[src/rtl/accessGuardPkg.sv]
package accessGuardPkg;
  localparam int PERM_W = 12;
  // permission bit positions
  localparam int P_GL  = 0;
  localparam int P_RD  = 1;
  localparam int P_WR  = 2;
  localparam int P_EX  = 3;
  localparam int P_SE  = 4;
  localparam int P_US  = 5;
  localparam int P_SW0 = 6;
  localparam int P_CAP = 7;
  localparam int P_LGL = 8;
  localparam int P_LMU = 9;
  localparam int P_SLO = 10;
  localparam int P_SYS = 11;

  typedef enum logic [1:0] {
    K_DLOAD  = 2'd0,
    K_DSTORE = 2'd1,
    K_CLOAD  = 2'd2,
    K_CSTORE = 2'd3
  } accessKindE;

  typedef enum logic [2:0] {
    C_NONE     = 3'd0,
    C_UNTAGGED = 3'd1,
    C_SEALED   = 3'd2,
    C_NO_READ  = 3'd3,
    C_NO_WRITE = 3'd4,
    C_NO_CAP   = 3'd5,
    C_NO_LOCAL = 3'd6,
    C_BOUNDS   = 3'd7
  } faultCauseE;

  typedef struct packed {
    logic capture;
    logic keepTag;
    logic stripGlobal;
    logic stripMutable;
  } dpStrobeT;

  typedef struct packed {
    logic [PERM_W-1:0] effPerms;
    logic              inBounds;
  } dpStatusT;
endpackage

[src/rtl/guardDatapath.sv]
module guardDatapath
  import accessGuardPkg::*;
#(
  parameter int ADDR_W = 32,
  parameter int SIZE_W = 4
) (
  input  logic              clk,
  input  logic              rstN,
  input  logic [PERM_W-1:0] authPerms,
  input  logic [ADDR_W-1:0] authBase,
  input  logic [ADDR_W:0]   authTop,
  input  logic [ADDR_W-1:0] reqAddr,
  input  logic [SIZE_W-1:0] reqSize,
  input  logic [PERM_W-1:0] srcPerms,
  input  dpStrobeT          strobe,
  output dpStatusT          status,
  output logic              outTag,
  output logic [PERM_W-1:0] outPerms
);
  localparam int EXT_W = ADDR_W + 1;

  logic [PERM_W-1:0] effPerms;
  logic [EXT_W-1:0]  accLo;
  logic [EXT_W-1:0]  accHi;
  logic              inBounds;
  logic [PERM_W-1:0] nextPerms;

  // derived permissions masked by their base permission
  always_comb begin
    effPerms         = authPerms;
    effPerms[P_CAP]  = authPerms[P_CAP] & (authPerms[P_RD] | authPerms[P_WR]);
    effPerms[P_LGL]  = authPerms[P_LGL] & authPerms[P_RD];
    effPerms[P_LMU]  = authPerms[P_LMU] & authPerms[P_RD];
    effPerms[P_SLO]  = authPerms[P_SLO] & authPerms[P_WR];
    effPerms[P_SYS]  = authPerms[P_SYS] & authPerms[P_EX];
  end

  // bounds compare in one extra bit so the end address cannot wrap
  always_comb begin
    accLo    = {1'b0, reqAddr};
    accHi    = accLo + {{(EXT_W-SIZE_W){1'b0}}, reqSize};
    inBounds = (accLo >= {1'b0, authBase}) && (accHi <= authTop);
  end

  assign status.effPerms = effPerms;
  assign status.inBounds = inBounds;

  // attenuation of the loaded word
  always_comb begin
    nextPerms = srcPerms;
    if (strobe.stripGlobal) begin
      nextPerms[P_GL]  = 1'b0;
      nextPerms[P_LGL] = 1'b0;
    end
    if (strobe.stripMutable) begin
      nextPerms[P_WR]  = 1'b0;
      nextPerms[P_LMU] = 1'b0;
    end
  end

  always_ff @(posedge clk) begin
    if (!rstN) begin
      outTag   <= 1'b0;
      outPerms <= '0;
    end else if (strobe.capture) begin
      outTag   <= strobe.keepTag;
      outPerms <= nextPerms;
    end
  end

  AST_STRIP_GLOBAL: assert property (@(posedge clk) disable iff (!rstN)
    strobe.capture && strobe.keepTag && !authPerms[P_LGL]
      |=> !outPerms[P_GL] && !outPerms[P_LGL]);
  AST_STRIP_MUTABLE: assert property (@(posedge clk) disable iff (!rstN)
    strobe.capture && strobe.keepTag && !authPerms[P_LMU]
      |=> !outPerms[P_WR] && !outPerms[P_LMU]);
  AST_UNTAGGED_PASS: assert property (@(posedge clk) disable iff (!rstN)
    strobe.capture && !strobe.keepTag |=> !outTag && outPerms == $past(srcPerms));
endmodule

[src/rtl/guardControl.sv]
module guardControl
  import accessGuardPkg::*;
(
  input  logic       clk,
  input  logic       rstN,
  input  logic       reqValid,
  input  accessKindE reqKind,
  input  logic       authTag,
  input  logic       authSealed,
  input  logic       authRead,
  input  logic       authWrite,
  input  logic       authStoreLocal,
  input  logic       srcTag,
  input  logic       srcGlobal,
  input  dpStatusT   status,
  output dpStrobeT   strobe,
  output logic       rspValid,
  output logic       rspFault,
  output logic [2:0] rspCause
);
  logic       isCap;
  logic       isStore;
  faultCauseE cause;
  logic [PERM_W-1:0] eff;

  assign isCap   = reqKind[1];
  assign isStore = reqKind[0];
  assign eff     = status.effPerms;

  // first matching cause wins
  always_comb begin
    cause = C_NONE;
    if (!authTag)                                  cause = C_UNTAGGED;
    else if (authSealed)                           cause = C_SEALED;
    else if (!isStore && !eff[P_RD])               cause = C_NO_READ;
    else if (isStore && !eff[P_WR])                cause = C_NO_WRITE;
    else if (isCap && isStore && !eff[P_CAP])      cause = C_NO_CAP;
    else if (isCap && isStore && srcTag && !srcGlobal && !eff[P_SLO])
                                                   cause = C_NO_LOCAL;
    else if (!status.inBounds)                     cause = C_BOUNDS;
  end

  always_comb begin
    strobe.capture      = reqValid;
    strobe.keepTag      = isCap && !isStore && (cause == C_NONE) && srcTag && eff[P_CAP];
    strobe.stripGlobal  = strobe.keepTag && !eff[P_LGL];
    strobe.stripMutable = strobe.keepTag && !eff[P_LMU];
  end

  always_ff @(posedge clk) begin
    if (!rstN) begin
      rspValid <= 1'b0;
      rspFault <= 1'b0;
      rspCause <= 3'd0;
    end else begin
      rspValid <= reqValid;
      rspFault <= reqValid && (cause != C_NONE);
      rspCause <= reqValid ? cause : C_NONE;
    end
  end

  AST_RESP_NEXT: assert property (@(posedge clk) disable iff (!rstN)
    reqValid |=> rspValid);
  AST_UNTAGGED_FIRST: assert property (@(posedge clk) disable iff (!rstN)
    reqValid && !authTag |=> rspFault && rspCause == 3'd1);
  AST_NEED_READ: assert property (@(posedge clk) disable iff (!rstN)
    reqValid && !isStore && !authRead |=> rspFault);
  AST_NEED_WRITE: assert property (@(posedge clk) disable iff (!rstN)
    reqValid && isStore && !authWrite |=> rspFault);
  AST_LOCAL_STORE: assert property (@(posedge clk) disable iff (!rstN)
    reqValid && reqKind == K_CSTORE && srcTag && !srcGlobal && !authStoreLocal
      |=> rspFault);
  AST_OUT_OF_BOUNDS: assert property (@(posedge clk) disable iff (!rstN)
    reqValid && !status.inBounds |=> rspFault);
  AST_FAULT_CODE: assert property (@(posedge clk) disable iff (!rstN)
    rspFault |-> rspCause != 3'd0 && rspValid);
endmodule

[src/rtl/memAccessGuard.sv]
module memAccessGuard
  import accessGuardPkg::*;
#(
  parameter int ADDR_W = 32,
  parameter int SIZE_W = 4
) (
  input  logic              clk,
  input  logic              rstN,
  input  logic              reqValid,
  input  logic [1:0]        reqKind,
  input  logic [ADDR_W-1:0] reqAddr,
  input  logic [SIZE_W-1:0] reqSize,
  input  logic              authTag,
  input  logic              authSealed,
  input  logic [11:0]       authPerms,
  input  logic [ADDR_W-1:0] authBase,
  input  logic [ADDR_W:0]   authTop,
  input  logic              srcTag,
  input  logic [11:0]       srcPerms,
  output logic              rspValid,
  output logic              rspFault,
  output logic [2:0]        rspCause,
  output logic              rspTag,
  output logic [11:0]       rspPerms
);
  dpStrobeT strobe;
  dpStatusT status;

  guardControl u_ctrl (
    .clk           (clk),
    .rstN          (rstN),
    .reqValid      (reqValid),
    .reqKind       (accessKindE'(reqKind)),
    .authTag       (authTag),
    .authSealed    (authSealed),
    .authRead      (authPerms[P_RD]),
    .authWrite     (authPerms[P_WR]),
    .authStoreLocal(authPerms[P_SLO] & authPerms[P_WR]),
    .srcTag        (srcTag),
    .srcGlobal     (srcPerms[P_GL]),
    .status        (status),
    .strobe        (strobe),
    .rspValid      (rspValid),
    .rspFault      (rspFault),
    .rspCause      (rspCause)
  );

  guardDatapath #(.ADDR_W(ADDR_W), .SIZE_W(SIZE_W)) u_dp (
    .clk      (clk),
    .rstN     (rstN),
    .authPerms(authPerms),
    .authBase (authBase),
    .authTop  (authTop),
    .reqAddr  (reqAddr),
    .reqSize  (reqSize),
    .srcPerms (srcPerms),
    .strobe   (strobe),
    .status   (status),
    .outTag   (rspTag),
    .outPerms (rspPerms)
  );
endmodule

[config.mk]
export PLATFORM = sky130hd
export DESIGN_NAME = memAccessGuard
export DESIGN_NICKNAME = d
export VERILOG_FILES = /design/src/rtl/accessGuardPkg.sv /design/src/rtl/guardDatapath.sv /design/src/rtl/guardControl.sv /design/src/rtl/memAccessGuard.sv
export SDC_FILE = /design/constraint.sdc
export NUM_CORES = 1
export LEC_CHECK = 0
export ABC_AREA = 1
export BUFFER_PORTS_ARGS = -buffer_cell sky130_fd_sc_hd__buf_2
export CORE_MARGIN = 10
export CORE_UTILIZATION = 54
export DETAILED_ROUTE_END_ITERATION = 10
export GPL_TIMING_DRIVEN = 0
export PLACE_DENSITY = 0.88
export REMOVE_ABC_BUFFERS = 1
export SETUP_SLACK_MARGIN = 0.5
export SLEW_MARGIN = 20
export SYNTH_ARGS = -nofsm -noshare
export SYNTH_HDL_FRONTEND = slang
export SYNTH_HIERARCHICAL = 1
export SYNTH_SLANG_ARGS = --single-unit
[constraint.sdc]
create_clock -name clk -period 11.86 [get_ports clk]
set_clock_uncertainty 0.05 [all_clocks]
set_input_delay 3.558 -clock clk [delete_from_list [all_inputs] [get_ports clk]]
set_output_delay 3.558 -clock clk [all_outputs]
set_load 0.02 [all_outputs]
==> results.yml, run 1 <==
run_status:
  status: "finished, final reports clean"
power_and_ir_drop:
  p_leak_nw: 2.77
  total_power_mw: 0.243
  irDropWorstVdd_uv: 77.6
  p_per_area_nw_per_um2: 55.6
timing:
  finalHoldViolCount: 0
  period_share: 0.606
  setup_viol: 0
  timing.hold.ws_ns: 0.412
  rsz0062_at_grt: "false"
  drv_slew: 0
  finalSetupTns_ns: 0
  period_needed_ns: 7.19
  fmax_mhz: 139
  worst-slew-pin-transition_ns: 0.464
  slew_headroom: 0.690
synthesis:
  avgSynthCellArea_um2: 6.01
  yosysWarnings: 6
  syn_inst: 589
  synth_area_um2: 3540
detailed_routing:
  drc_errors: 0
  ant_nets: 0
  drtIter0Drc: 153
  drt-pass1-iter-count: 4
  drt_wl_total_mm: 10.4
  wire_per_inst_um: 12.8
  vias_per_cell: 5.01
  vias: 4049
clock_tree:
  cts-root-buf: "clkbuf_8"
  cts_resized: 0
  clockBufferDepth: 2
  cts_hold_buf: 0
  h-tree-depth: 1
  cts_buffers: 3
  tritoncts: "yes"
  clk_latency_ns: 0.25
  post_cts_buffers: 0
  cts.sinks: 18
  clk_pin_slew_ns: 0.06
critical_path:
  start_kind: "input port"
  cp.required_ns: 11.95
  cp.arrival_ns: 7.28
  crit_slowest_cell: "fa_1"
  slowest_delay_ns: 0.40
  r2r_cells: 2
  reg2reg_slack_ns: 11.14
  worstSetupPathType: "in2reg"
  path_max_fanout: 5
  cp_common_cell: "inv_1"
  endpoint_kind: "register"
  timing.rr.start: "u_dp/outPerms[4]"
  timing.rr.end: "u_dp/outPerms[4]"
finish:
  syn_to_final_growth_pct: 23.6
  antennaDiodeCount: 0
  layout_common_cells: "buf_2 (144), nand2_1 (140), inv_1 (130)"
  fillers: 591
  drive_gt1_frac: 0.231
  multi_input_area_um2: 2640
  final_common_cell: "buf_2"
  layoutNonFillerInstCount: 808
  finalNetCount: 935
  final_core_util: 0.688
  regArea_um2: 360
global_route:
  grt_max_degree: 16
  grt_use_total: 0.194
  grt_pass1_wl_mm: 17.0
  antenna_found_initial: 0
  overflow: 0
  grt_pass1_vias: 4188
floorplan:
  die_area_um2: 10200
  boundaryPins: 151
  start_util: 0.557
  core_um2: 6350
  rows: 29
  die_h_um: 101
  die_w_um: 101
hold_path:
  worst_hold_path.endpoint: "u_dp/outPerms[8]"
  hold_class: "reg2reg"
  min_from: "u_dp/outPerms[8]"
  whs_path_depth: 2
job:
  cap_violations: 0
place:
  gp_congestion: 0.901
  numPortBuffers: 144
  dp_cells: 804
  hpwl_mm: 9.39
worst max path at each step:
stage | startpoint | end | slack [ns] | depth (start not counted)
finish | reqAddr[0] | u_dp/outPerms[2] | 4.67 | 33
CTS | reqAddr[0] | u_dp/outPerms[2] | 4.68 | 33
detailed placement | reqAddr[0] | u_dp/outPerms[2] | 4.44 | 33
floorplan | reqAddr[0] | u_dp/outPerms[0] | 5.11 | 33
global route | reqAddr[0] | u_dp/outPerms[0] | 4.26 | 37
global placement | reqAddr[0] | u_dp/outPerms[2] | 4.55 | 37
through the flow:
| step | instance area (um^2) | worst slack, ns |
|---|---|---|
| 2_1_floorplan | 3500 | 5.11 |
| 3_3_place_gp | 4320 | 4.55 |
| 3_5_place_dp | 4320 | 4.44 |
| 4_1_cts | 4370 | 4.68 |
| 5_1_grt | 4370 | 4.26 |
| 6_report | 4370 | 4.67 |
registers in the layout, summed over array words and instances (netlist names):
register / flops
u_ctrl/rspValid: 1
u_ctrl/rspFault: 1
u_dp/outTag: 1
u_ctrl/rspCause: 3
u_dp/outPerms: 12
layer usage:
layer / global-route usage / wire length [um] / share of wire / up-vias
met2: 0.370 / 5400 / 0.52 / 125
met5: 0 / 0 / 0 / -
li1: - / - / - / 2108
met4: 0.0482 / 146 / 0.014 / 0
met3: 0.0295 / 654 / 0.063 / 15
met1: 0.216 / 4160 / 0.40 / 1801
final cells by class:
| cell class | count | share of cell area |
|---|---|---|
| sequential | 18 | 0.0824 |
| timing repair buffer | 144 | 0.165 |
| clock buffer | 4 | 0.0126 |
| multi-input combinational | 431 | 0.603 |
| inverter | 134 | 0.115 |
| tap | 77 | 0.0220 |
critical path, delay by kind of cell:
family / cells / cell delay, ns
AOI/OAI and AO/OA: 2 / 0.22
adders and majority gates: 3 / 0.88
buffers and inverters: 8 / 0.56
and+or+nand+nor: 20 / 2.03
where the power goes:
group          switching, mW  internal, mW  total [mW]  leakage (nW)
combinational         0.0753        0.0539       0.129          2.59
clock                 0.0189        0.0294      0.0484        0.0288
sequential           0.00128        0.0641      0.0654         0.149
(Power assumes the default switching activity.)
==> inputs of run 2 (changes only) <==
CORE_UTILIZATION = 50   (was 54)
PLACE_DENSITY = 0.82   (was 0.88)
clock period = 7.45 ns   (was 11.86 ns; I/O delays follow)
==> results.yml, run 2 (synthesis results as in run 1) <==
place:
  numPortBuffers: 144
  hpwl_mm: 9.25
  gp_congestion: 0.900
power_and_ir_drop:
  total_power_mw: 0.385
  irDropWorstVdd_uv: 55.0
  p_per_area_nw_per_um2: 87.6
  p_leak_nw: 2.77
timing:
  timing.hold.ws_ns: 0.412
  fmax_mhz: 172
  setup_viol: 0
  finalSetupTns_ns: 0
  worst-slew-pin-transition_ns: 0.456
  slew_headroom: 0.695
  period_needed_ns: 5.80
  rsz0062_at_grt: "false"
  period_share: 0.778
  drv_slew: 0
  finalHoldViolCount: 0
finish:
  largestRegisters: "u_dp/outPerms x12, u_ctrl/rspCause x3"
  drive_gt1_frac: 0.231
  syn_to_final_growth_pct: 24.3
  antennaDiodeCount: 0
  fillers: 679
  largest_reg_flops: 12
  regArea_um2: 360
  finalNetCount: 935
  final_common_cell: "buf_2"
  multi_input_area_um2: 2640
  layout_common_cells: "buf_2 (144), nand2_1 (140), inv_1 (130)"
  largest-register: "u_dp/outPerms"
floorplan:
  boundaryPins: 151
  die_h_um: 104
  start_util: 0.518
  rows: 30
  core_um2: 6830
  die_w_um: 104
  die_area_um2: 10800
critical_path:
  r2r_cells: 2
  reg2reg_slack_ns: 6.76
  cp.arrival_ns: 5.89
  slowest_delay_ns: 0.40
  timing.rr.end: "u_dp/outPerms[11]"
  endpoint_kind: "register"
  timing.rr.start: "u_dp/outPerms[11]"
  cp_common_cell: "nand2_1"
  cp.depth: 34
  worstSetupPathType: "in2reg"
  path_max_fanout: 5
  cp.required_ns: 7.54
  crit_family: "simple AND/OR/NAND/NOR gates"
  crit_slowest_cell: "fa_1"
  start_kind: "input port"
  timing.critical_path.buf_inv: 7
clock_tree:
  clk_latency_ns: 0.25
  cts_hold_buf: 0
  cts.sinks: 18
  cts_resized: 0
  clockBufferDepth: 2
  post_cts_buffers: 0
  tritoncts: "yes"
  clk_pin_slew_ns: 0.07
  cts_buffers: 3
  h-tree-depth: 1
  cts-root-buf: "clkbuf_8"
global_route:
  grt_use_total: 0.180
  overflow: 0
  grt_max_degree: 16
  grt_pass1_vias: 4068
  grt_pass1_wl_mm: 17.3
  antenna_found_initial: 0
job:
  cap_violations: 0
hold_path:
  hold_class: "reg2reg"
  worst_hold_path.endpoint: "u_dp/outPerms[2]"
  min_from: "u_dp/outPerms[2]"
  whs_path_depth: 2
detailed_routing:
  vias: 3976
  drt-pass1-iter-count: 4
  drtIter0Drc: 133
  vias_per_cell: 4.81
  drt_wl_total_mm: 10.1
  ant_nets: 0
  wire_per_inst_um: 12.2
  drc_errors: 0
run_status:
  status: "finished, final reports clean"
==> run 2: cell counts in the layout (fill, tap and decap cells not counted) <==
No cell type changed its count.
==> run 2: area by class of cell <==
class,count,share of cell area
Inverter,134,0.114
Tap cell,96,0.0273
Timing Repair Buffer,144,0.164
Sequential cell,18,0.0820
Multi-Input combinational cell,431,0.600
Clock buffer,4,0.0125
==> run 2: tightest hold or removal path, delay by kind of cell, from the launching register on <==
kind | cells | cell delay, ns
AOI/OAI and AO/OA | 1 | 0.05
DFF | 1 | 0.31
and+or+nand+nor | 1 | 0.06
==> run 2: worst max-delay path by stage <==
stage,start,endpoint,slack [ns]
6_report,reqAddr[0],u_dp/outPerms[9],1.65
5_1_grt,reqAddr[0],u_dp/outPerms[9],1.16
2_1_floorplan,reqAddr[0],u_dp/outPerms[0],2.02
3_5_place_dp,reqAddr[0],u_dp/outPerms[0],1.40
4_1_cts,reqAddr[0],u_dp/outPerms[0],1.66
3_3_place_gp,reqAddr[0],u_dp/outPerms[0],1.51
==> run 2: metal layers <==
metal  vias to the layer above  GRT usage  share of wire  routed length, um
met5                         -          0              0                  0
met3                         4     0.0279          0.064                644
met2                       135      0.333           0.48               4870
li1                       2107          -              -                  -
met1                      1730      0.217           0.45               4540
met4                         0     0.0209         0.0033                 33
==> run 2: stage by stage <==
stage	instance area [um^2]	std cells	setup WS (ns)	util
CTS	4400	827	1.66	0.643
floorplan	3500	583	2.02	-
global route	4400	827	1.16	0.643
global placement	4340	823	1.51	0.635
finish	4400	827	1.65	0.643
detailed placement	4340	823	1.40	0.635
==> run 2: power breakdown <==
group	leakage (nW)	internal [mW]	switching [mW]	total, mW
Clock	0.0288	0.0469	0.0309	0.0777
Combinational	2.59	0.0855	0.118	0.203
Sequential	0.149	0.102	0.00226	0.104
Total	2.77	0.234	0.151	0.385
==> inputs of run 3 (changes only) <==
CORE_UTILIZATION = 45   (was 50)
PLACE_DENSITY = 0.78   (was 0.82)
clock period = 4.9 ns   (was 7.45 ns; I/O delays follow)
==> results.yml, run 3 (synthesis results as in run 1) <==
global_route:
  grt_pass1_wl_mm: 17.1
  antenna_found_initial: 0
  grt_pass1_vias: 4145
  grt_use_total: 0.170
  grt_max_degree: 16
  overflow: 0
critical_path:
  cp.required_ns: 5.03
  cp_common_cell: "nand2_1"
  crit_slowest_cell: "fa_2"
  endpoint_kind: "register"
  r2r_cells: 2
  cp.arrival_ns: 4.84
  start_kind: "input port"
  slowest_delay_ns: 0.35
  path_max_fanout: 3
  worstSetupPathType: "in2reg"
hold_path:
  hold_class: "reg2reg"
  whs_path_depth: 2
finish:
  final_common_cell: "buf_2"
  antennaDiodeCount: 0
  largestRegisters: "u_dp/outPerms x12, u_ctrl/rspCause x3"
  layout_common_cells: "buf_2 (142), nand2_1 (128), inv_1 (124)"
  final_area_um2: 4800
  syn_to_final_growth_pct: 35.8
  largest_reg_flops: 12
  largest-register: "u_dp/outPerms"
  fillers: 742
  finalNetCount: 952
  drive_gt1_frac: 0.313
  regArea_um2: 360
  multi_input_area_um2: 2880
timing:
  setup_viol: 0
  fmax_mhz: 213
  rsz0062_at_grt: "true"
  drv_slew: 0
  finalSetupTns_ns: 0
  period_needed_ns: 4.70
  worst-slew-pin-transition_ns: 0.403
  setup_ws_ns: 0.198
  slew_headroom: 0.731
  period_share: 0.960
  timing.hold.ws_ns: 0.419
  finalHoldViolCount: 0
detailed_routing:
  wire_per_inst_um: 12.7
  vias: 4063
  vias_per_cell: 4.79
  drtIter0Drc: 138
  drt_wl_total_mm: 10.8
  drt-pass1-iter-count: 4
  drc_errors: 0
  ant_nets: 0
place:
  dp_slack_ns: -0.434
  postPlaceCellArea_um2: 4350
  hpwl_mm: 9.18
  gp_congestion: 0.903
  numPortBuffers: 144
floorplan:
  core_um2: 7690
  rows: 32
  start_util: 0.460
  die_h_um: 109
  die_w_um: 109
  boundaryPins: 151
  die_area_um2: 11800
clock_tree:
  clk_pin_slew_ns: 0.06
  h-tree-depth: 1
  cts_buffers: 3
  clk_latency_ns: 0.25
  clockBufferDepth: 2
  cts_hold_buf: 0
  tritoncts: "yes"
  cts-root-buf: "clkbuf_8"
  cts.sinks: 18
power_and_ir_drop:
  p_per_area_nw_per_um2: 126
  p_leak_nw: 2.88
  irDropWorstVdd_uv: 76.7
  total_power_mw: 0.607
run_status:
  status: "finished, final reports clean"
job:
  cap_violations: 0
## run 3: report_power, final
part           leakage [nW]  total (mW)  internal (mW)  switching (mW)
Clock                0.0216       0.100         0.0546          0.0455
Sequential            0.149       0.159          0.155         0.00334
Combinational          2.71       0.349          0.150           0.198
Total                  2.88       0.607          0.360           0.247
## run 3: layer usage
layer | vias up | global-route usage | share of wire
li1 | 2137 | - | -
met1 | 1795 | 0.189 | 0.41
met2 | 112 | 0.320 | 0.51
met3 | 19 | 0.0307 | 0.067
met4 | 0 | 0.0527 | 0.018
met5 | - | 0 | 0
## run 3: worst max-delay path: cells and delay by family
family,cells,cell delay (ns)
adder cells (fa/ha/maj),3,0.77
AO/OA/AOI/OAI,1,0.16
AND/OR/NAND/NOR,24,1.90
buffers and inverters,8,0.53
## run 3: what timing repair did
action	4_1_cts	5_1_grt
pin swaps	19	28
buffers inserted	10	7
setup endpoints to repair	9	9
resized for setup	31	37
## run 3: path summary, 6_finish.rpt
| kind | startpoint | end | slack [ns] |
|---|---|---|---|
| setup / recovery | reqSize[0] | u_dp/outPerms[0] | 0.20 |
| setup reg to reg | u_dp/outPerms[10] | u_dp/outPerms[10] | 4.21 |
| hold reg to reg | u_dp/outPerms[9] | u_dp/outPerms[9] | 0.42 |
| hold / removal | u_dp/outPerms[9] | u_dp/outPerms[9] | 0.42 |
## run 3: stage by stage
step / cells / util
detailed placement: 829 / 0.566
floorplan: 583 / -
global placement: 829 / 0.566
global route: 849 / 0.625
finish: 849 / 0.625
CTS: 842 / 0.596
## run 3: final cells by class
cell class	instances	area share
timing repair buffer	161	0.185
clock buffer	3	0.00860
multi-input combinational	431	0.600
inverter	134	0.105
sequential	18	0.0750
tap	102	0.0266
